## config.mk

```make
export PLATFORM = sky130hd
export DESIGN_NAME = txdma_sched
export DESIGN_NICKNAME = d
export VERILOG_FILES = /design/src/rtl/txdma_pkg.sv /design/src/rtl/txdma_rr_arb.sv /design/src/rtl/txdma_lines.sv /design/src/rtl/txdma_fetch.sv /design/src/rtl/txdma_sched.sv
export SDC_FILE = /design/constraint.sdc
export NUM_CORES = 2
export LEC_CHECK = 0
export ABC_AREA = 1
export BUFFER_PORTS_ARGS = -buffer_cell sky130_fd_sc_hd__buf_2
export CAP_MARGIN = 0
export CORE_UTILIZATION = 45
export CTS_CLUSTER_DIAMETER = 60
export DETAILED_ROUTE_END_ITERATION = 8
export GPL_TIMING_DRIVEN = 1
export PLACE_DENSITY = 0.68
export SLEW_MARGIN = 20
export SYNTH_ARGS = -nofsm -noshare
export SYNTH_HDL_FRONTEND = slang
export SYNTH_SLANG_ARGS = --single-unit
export TNS_END_PERCENT = 30
```

## constraint.sdc

```tcl
create_clock -name clk -period 8.05 [get_ports clk]
set_clock_uncertainty 0.2 [all_clocks]
set_input_delay 0.4025 -clock clk [delete_from_list [all_inputs] [get_ports clk]]
set_output_delay 0.4025 -clock clk [all_outputs]
set_load 0.05 [all_outputs]
```

## src/rtl/txdma_pkg.sv

```systemverilog
package txdma_pkg;

    localparam int REG_W  = 16;
    localparam int ADDR_W = 18;
    localparam int BYTE_W = 8;

    typedef enum logic [1:0] {
        RG_CTRL   = 2'd0,
        RG_ADDR   = 2'd1,
        RG_COUNT  = 2'd2,
        RG_ACTIVE = 2'd3
    } reg_sel_e;

    localparam int CB_NXM_CLR = 8;
    localparam int CB_NXM     = 10;
    localparam int CB_MCLR    = 11;
    localparam int CB_TIE     = 13;
    localparam int CB_TI      = 15;

    typedef enum logic {
        FS_IDLE = 1'b0,
        FS_WAIT = 1'b1
    } fetch_state_e;

    typedef struct packed {
        logic       valid;
        logic [3:0] line;
    } step_evt_t;

    typedef struct packed {
        logic       valid;
        logic [3:0] line;
        logic       nxm;
    } retire_evt_t;

    function automatic logic [ADDR_W-1:0] join_addr(input logic [1:0] hi,
                                                    input logic [REG_W-1:0] lo);
        return {hi, lo};
    endfunction

endpackage

```

## src/rtl/txdma_rr_arb.sv

```systemverilog
module txdma_rr_arb
    import txdma_pkg::*;
#(
    parameter int N  = 16,
    parameter int LW = 4
) (
    input  logic          clk,
    input  logic          rst,
    input  logic [N-1:0]  req,
    input  logic          take,
    output logic          found,
    output logic [LW-1:0] pick
);

    logic [LW-1:0] last_q;

    always_comb begin
        found = 1'b0;
        pick  = '0;
        for (int k = 1; k <= N; k++) begin
            if (!found && req[(int'(last_q) + k) % N]) begin
                found = 1'b1;
                pick  = LW'((int'(last_q) + k) % N);
            end
        end
    end

    always_ff @(posedge clk) begin
        if (rst)       last_q <= LW'(N - 1);
        else if (take) last_q <= pick;
    end

endmodule

```

## src/rtl/txdma_lines.sv

```systemverilog
module txdma_lines
    import txdma_pkg::*;
#(
    parameter int N  = 16,
    parameter int LW = 4
) (
    input  logic              clk,
    input  logic              rst,
    input  logic              reg_we,
    input  reg_sel_e          reg_addr,
    input  logic [REG_W-1:0]  reg_wdata,
    output logic [REG_W-1:0]  reg_rdata,
    input  step_evt_t         step,
    input  retire_evt_t       retire,
    input  logic [LW-1:0]     pick,
    output logic [ADDR_W-1:0] pick_addr,
    output logic              pick_zero,
    output logic [N-1:0]      act_mask,
    output logic              mclr,
    output logic              irq
);

    logic ctrl_wr, addr_wr, cnt_wr, act_wr;
    logic [3:0] sel_q;
    logic [1:0] hi_q;
    logic tie_q, ti_q, nxm_q;
    logic [N-1:0] clr_mask, act_q;
    logic [ADDR_W-1:0] car_w [N];
    logic [REG_W-1:0]  cnt_w [N];

    assign ctrl_wr = reg_we && (reg_addr == RG_CTRL);
    assign addr_wr = reg_we && (reg_addr == RG_ADDR);
    assign cnt_wr  = reg_we && (reg_addr == RG_COUNT);
    assign act_wr  = reg_we && (reg_addr == RG_ACTIVE);
    assign mclr    = ctrl_wr && reg_wdata[CB_MCLR];

    for (genvar g = 0; g < N; g++) begin : g_line
        logic [ADDR_W-1:0] car_q;
        logic [REG_W-1:0]  cnt_q;
        logic hit_step, hit_sel;

        assign hit_step = step.valid && (step.line == 4'(g));
        assign hit_sel  = (sel_q[LW-1:0] == LW'(g));
        assign clr_mask[g] = (hit_step && (cnt_q == '1)) ||
                             (retire.valid && (retire.line == 4'(g)));
        assign car_w[g] = car_q;
        assign cnt_w[g] = cnt_q;

        always_ff @(posedge clk) begin
            if (rst) begin
                car_q <= '0;
                cnt_q <= '0;
            end else begin
                if (hit_step) begin
                    car_q <= car_q + 1'b1;
                    cnt_q <= cnt_q + 1'b1;
                end
                if (mclr)               cnt_q <= '0;
                if (addr_wr && hit_sel) car_q <= join_addr(hi_q, reg_wdata);
                if (cnt_wr && hit_sel)  cnt_q <= reg_wdata;
            end
        end
    end

    always_ff @(posedge clk) begin
        if (rst) begin
            act_q <= '0;
            sel_q <= '0;
            hi_q  <= '0;
            tie_q <= 1'b0;
            ti_q  <= 1'b0;
            nxm_q <= 1'b0;
        end else begin
            act_q <= (act_q & ~clr_mask) | (act_wr ? reg_wdata[N-1:0] : '0);
            if (ctrl_wr) begin
                sel_q <= reg_wdata[3:0];
                hi_q  <= reg_wdata[5:4];
                tie_q <= reg_wdata[CB_TIE];
            end
            if (|clr_mask)                          ti_q <= 1'b1;
            else if (ctrl_wr && !reg_wdata[CB_TI])  ti_q <= 1'b0;
            if (retire.valid && retire.nxm)             nxm_q <= 1'b1;
            else if (ctrl_wr && reg_wdata[CB_NXM_CLR])  nxm_q <= 1'b0;
            if (mclr) begin
                act_q <= '0;
                ti_q  <= 1'b0;
                nxm_q <= 1'b0;
            end
        end
    end

    always_comb begin
        unique case (reg_addr)
            RG_CTRL:   reg_rdata = {ti_q, 1'b0, tie_q, 2'b00, nxm_q, 4'b0000, hi_q, sel_q};
            RG_ADDR:   reg_rdata = car_w[sel_q[LW-1:0]][REG_W-1:0];
            RG_COUNT:  reg_rdata = cnt_w[sel_q[LW-1:0]];
            default:   reg_rdata = REG_W'(act_q);
        endcase
    end

    assign pick_addr = car_w[pick];
    assign pick_zero = (cnt_w[pick] == '0);
    assign act_mask  = act_q;
    assign irq       = ti_q && tie_q;

endmodule

```

## src/rtl/txdma_fetch.sv

```systemverilog
module txdma_fetch
    import txdma_pkg::*;
#(
    parameter int LW  = 4,
    parameter int TMO = 64
) (
    input  logic              clk,
    input  logic              rst,
    input  logic              abort,
    input  logic              found,
    input  logic [LW-1:0]     pick,
    input  logic [ADDR_W-1:0] pick_addr,
    input  logic              pick_zero,
    output logic              take,
    output logic              mem_req,
    output logic [ADDR_W-1:0] mem_addr,
    input  logic              mem_ack,
    input  logic [BYTE_W-1:0] mem_data,
    output step_evt_t         step,
    output retire_evt_t       retire,
    output logic              tx_valid,
    output logic [LW-1:0]     tx_line,
    output logic [BYTE_W-1:0] tx_data
);

    localparam int TW = (TMO > 1) ? $clog2(TMO) : 1;

    fetch_state_e      state_q;
    logic [LW-1:0]     cur_line_q;
    logic [ADDR_W-1:0] cur_addr_q;
    logic [TW-1:0]     timer_q;
    logic got, expire;

    assign take     = (state_q == FS_IDLE) && found && !abort;
    assign mem_req  = (state_q == FS_WAIT);
    assign mem_addr = cur_addr_q;
    assign got      = mem_req && mem_ack && !abort;
    assign expire   = mem_req && !mem_ack && !abort && (timer_q == TW'(TMO - 1));

    always_comb begin
        step.valid   = got;
        step.line    = 4'(cur_line_q);
        retire.valid = (take && pick_zero) || expire;
        retire.line  = expire ? 4'(cur_line_q) : 4'(pick);
        retire.nxm   = expire;
    end

    always_ff @(posedge clk) begin
        if (rst) begin
            state_q    <= FS_IDLE;
            cur_line_q <= '0;
            cur_addr_q <= '0;
            timer_q    <= '0;
            tx_valid   <= 1'b0;
            tx_line    <= '0;
            tx_data    <= '0;
        end else begin
            tx_valid <= got;
            if (got) begin
                tx_line <= cur_line_q;
                tx_data <= mem_data;
            end
            case (state_q)
                FS_IDLE: begin
                    if (take && !pick_zero) begin
                        state_q    <= FS_WAIT;
                        cur_line_q <= pick;
                        cur_addr_q <= pick_addr;
                        timer_q    <= '0;
                    end
                end
                default: begin
                    if (abort || got || expire) state_q <= FS_IDLE;
                    else                        timer_q <= timer_q + 1'b1;
                end
            endcase
        end
    end

endmodule

```

## src/rtl/txdma_sched.sv

```systemverilog
module txdma_sched
    import txdma_pkg::*;
#(
    parameter int NUM_LINES   = 16,
    parameter int NXM_TIMEOUT = 64
) (
    input  logic        clk,
    input  logic        rst,
    input  logic        reg_we,
    input  logic [1:0]  reg_addr,
    input  logic [15:0] reg_wdata,
    output logic [15:0] reg_rdata,
    output logic        irq,
    output logic        mem_req,
    output logic [17:0] mem_addr,
    input  logic        mem_ack,
    input  logic [7:0]  mem_data,
    output logic        tx_valid,
    output logic [3:0]  tx_line,
    output logic [7:0]  tx_data
);

    localparam int LW = (NUM_LINES > 1) ? $clog2(NUM_LINES) : 1;

    logic [NUM_LINES-1:0] act_mask;
    logic                 mclr, found, take, pick_zero;
    logic [LW-1:0]        pick, tx_line_w;
    logic [ADDR_W-1:0]    pick_addr;
    step_evt_t            step;
    retire_evt_t          retire;

    txdma_lines #(.N(NUM_LINES), .LW(LW)) u_lines (
        .clk(clk), .rst(rst),
        .reg_we(reg_we), .reg_addr(reg_sel_e'(reg_addr)),
        .reg_wdata(reg_wdata), .reg_rdata(reg_rdata),
        .step(step), .retire(retire),
        .pick(pick), .pick_addr(pick_addr), .pick_zero(pick_zero),
        .act_mask(act_mask), .mclr(mclr), .irq(irq)
    );

    txdma_rr_arb #(.N(NUM_LINES), .LW(LW)) u_arb (
        .clk(clk), .rst(rst),
        .req(act_mask), .take(take),
        .found(found), .pick(pick)
    );

    txdma_fetch #(.LW(LW), .TMO(NXM_TIMEOUT)) u_fetch (
        .clk(clk), .rst(rst), .abort(mclr),
        .found(found), .pick(pick), .pick_addr(pick_addr), .pick_zero(pick_zero),
        .take(take),
        .mem_req(mem_req), .mem_addr(mem_addr),
        .mem_ack(mem_ack), .mem_data(mem_data),
        .step(step), .retire(retire),
        .tx_valid(tx_valid), .tx_line(tx_line_w), .tx_data(tx_data)
    );

    assign tx_line = 4'(tx_line_w);

endmodule

```

==> flow_metrics.py <==
metrics = {
    "outcome": {
        "run_status": "finished, violations left",
        "violations": "DRC",
    },
    "route": {
        "drt_iter0_markers": 8262,
        "final_antenna_net_count": 0,
        "vias_per_cell": 6.427,
        "wire_per_inst_um": 26.08,
        "drc": 10,
        "num_vias": 50892,
        "detail_route.wirelength_mm": 206.5,
        "drtPass1Iterations": 9,
    },
    "timing": {
        "min_period_over_period_pct": 82.20,
        "slew_headroom_pct": 18.86,
        "rsz0062_at_grt": "no",
        "fin_setup_tns_ps": 0,
        "report.final.hold_viol_count": 0,
        "setup_viol": 0,
        "slew_viol_final": 0,
        "min_period_ps": 6617,
        "max_freq_mhz": 151.1,
        "tightestPinTransition_ps": 1204,
    },
    "floorplan": {
        "io-pin-count": 79,
        "dieArea_um2": 96600,
        "start_util_pct": 45.71,
        "die_w_um": 310.8,
        "die_h_um": 310.8,
        "rows": 112,
        "core_area_um2": 93890,
    },
    "synthesis": {
        "synth_top_family_by_area": "compound AO/OA/AOI/OAI gates",
        "syn_avg_cell_area_um2": 6.409,
        "yosysTopAreaCell": "dfxtp_1",
        "ys_seq_area_share_pct": 28.69,
        "ys_ff_latch": 615,
        "synthCells": 6696,
        "yosys-mux-area-fraction_pct": 0,
        "yosys-top-cells-area": "dfxtp_1 (29%), nand2_1 (11%), inv_1 (7.8%)",
        "synth_compound_area_share_pct": 28.34,
        "synth_nets": 6767,
        "yosysWarningCount": 0,
        "synth_area_um2": 42910,
        "synthSimpleGateAreaFrac_pct": 24.87,
        "synth_ff_type": "dfxtp_1",
        "netlist.area_leader.share_pct": 28.69,
        "yosys.area_share.xor_xnor_pct": 5.161,
        "ys_types": 67,
        "synth_fa_ha_area_share_pct": 1.195,
        "synth-edff-count": 0,
        "async_reset_ff_share_pct": 0,
    },
    "clock_tree": {
        "ctsHtreeMaxLevel": 3,
        "cts_tree": "built",
        "cts_sinks": 615,
        "insertion_delay_ps": 680,
        "cts_made_buffers": 84,
        "cts_root_buf": "clkbuf_16",
        "clockBufferDepth": 3,
        "clk_pin_slew_ps": 60,
        "post_cts_resize_count": 0,
    },
    "run": {
        "max-cap-violations": 0,
    },
    "pwr": {
        "p_leak_nw": 17.03,
        "power.density_nw_per_um2": 464.8,
        "ir_drop_mv": 1.849,
    },
    "finish": {
        "layout-drive-gt1-share_pct": 6.219,
        "final_cell_area_um2": 47260,
        "area_growth_pct": 10.12,
        "final_common_cell": "nand2_1",
        "final_cell_mix": "nand2_1 (1244), inv_1 (891), dfxtp_1 (615)",
        "fillers": 9698,
        "final_util_pct": 50.33,
        "nets": 6661,
    },
    "critical_path": {
        "crit_fanout": 88,
        "path_class": "flip-flop to flip-flop",
        "critPathRequiredTime_ps": 8450,
        "crit_path_top_delay_cell": "buf_4",
        "cp_common_cell": "nand2_1",
        "cp-start-kind": "flip-flop",
        "cp-end-kind": "flip-flop",
        "crit_family": "simple AND/OR/NAND/NOR gates",
        "critPathBufInv": 6,
        "cpPeakStageDelay_ps": 760,
        "arrival_ps": 7020,
    },
    "place": {
        "place_congestion": 1.104,
        "dp_hpwl_mm": 142.8,
        "placed_cell_area_um2": 44270,
        "port_buffers": 78,
    },
    "grt": {
        "grt_pass1_wl_mm": 298.6,
        "grt_start_max_net_pins": 169,
        "grt_use_total_pct": 40.69,
        "grt_antenna_before_repair": 8,
        "overflow": 0,
        "grt_pass1_vias": 44942,
    },
    "worst_hold_path": {
        "holdCritPathClass": "primary input to flip-flop",
    },
}
[synthesized netlist by cell type, drive strengths merged, types with 83 or more instances]
cell type and instances:
nand2 1266, inv 906, dfxtp 615, o21ai 595
a21oi 501, nor2 493, clkbuf 336, nand3 324
o22ai 233, xor2 230, a31oi 188, nor3 166
a221oi 146, nand4 115, nor4 83
[logic make-up after synthesis]
| family | after synthesis |
|---|---|
| compound gates | 2001 |
| simple gates | 2477 |
| flops | 615 |
| xor+xnor | 249 |
| buf+inv | 1313 |
| fa+ha+maj | 41 |
[layer usage]
layer	share of wire [%]	wire, µm	vias up	global-route usage [%]
met5	0.028	57	-	0
met4	9.0	18690	8	31.21
met3	13	26020	831	9.497
met2	40	82930	3654	57.89
met1	38	78790	23448	52.96
li1	-	-	22951	-
[worst register-to-register path: cells and delay by family (launching register included)]
family	cells	cell delay (ps)
buffers and inverters	6	2210
DFF	1	310
adders and majority gates	1	510
and+or+nand+nor	23	2980
AOI/OAI and AO/OA	2	370
[per-stage QoR]
stage	worst slack [ps]	total power, mW	hold slack [ps]	instances
floorplan	3547	12.82	254.2	6696
global placement	1701	17.23	261.3	7749
detailed placement	1599	17.26	268.8	7749
CTS	1592	21.19	45.47	7911
global route	831.8	22.63	69.03	7911
finish	1433	21.97	75.01	7918
[where the power goes]
| part | leakage [nW] | switching (mW) | internal, mW | total [mW] |
|---|---|---|---|---|
| Clock | 1.39 | 1.61 | 2.34 | 3.95 |
| Sequential | 4.98 | 0.191 | 3.23 | 3.43 |
| Combinational | 10.7 | 11.1 | 3.53 | 14.6 |
| Total | 17.0 | 12.9 | 9.10 | 22.0 |
[sequential cells by signal, indices dropped and copies added, names as in the netlist]
register	count
u_arb.last_q	4
u_fetch.cur_line_q	4
u_fetch.mem_addr	18
u_fetch.mem_req	1
u_fetch.timer_q	6
u_fetch.tx_data	8
u_fetch.tx_line	4
u_fetch.tx_valid	1
u_lines.act_mask	16
u_lines.g_line.car_q	288
u_lines.g_line.cnt_q	256
u_lines.hi_q	2
u_lines.nxm_q	1
u_lines.sel_q	4
u_lines.ti_q	1
u_lines.tie_q	1
[final timing paths]
check | start | endpoint | slack, ps | cells after the start
setup / recovery | u_arb.last_q[1]$_SDFFE_PP1P_ | u_fetch.mem_addr[8]$_SDFFE_PP0P_ | 1430 | 32
hold / removal | reg_wdata[10] | u_lines.g_line[6].cnt_q[10]$_SDFFE_PP0P_ | 80 | 4
setup reg to reg | u_arb.last_q[1]$_SDFFE_PP1P_ | u_fetch.mem_addr[8]$_SDFFE_PP0P_ | 1430 | 32
hold reg to reg | u_fetch.tx_data[1]$_SDFFE_PP0P_ | u_fetch.tx_data[1]$_SDFFE_PP0P_ | 280 | 2
[timing repair]
action / 4_1_cts / 5_1_grt
setup buffers: 0 / 0
hold buffers: 9 / 0
hold endpoints to repair: 10 / 0
[area by class of cell]
| type | instances | area [µm²] | share of cell area (%) |
|---|---|---|---|
| Antenna cell | 7 | 17.52 | 0.03707 |
| Multi-Input combinational cell | 4768 | 25640 | 54.25 |
| Sequential cell | 615 | 12310 | 26.05 |
| Clock buffer | 115 | 2412 | 5.105 |
| Clock inverter | 38 | 457.9 | 0.9690 |
| Timing Repair Buffer | 195 | 1354 | 2.865 |
| Tap cell | 1254 | 1569 | 3.320 |
| Inverter | 926 | 3498 | 7.403 |
(Power assumes the default switching activity.)
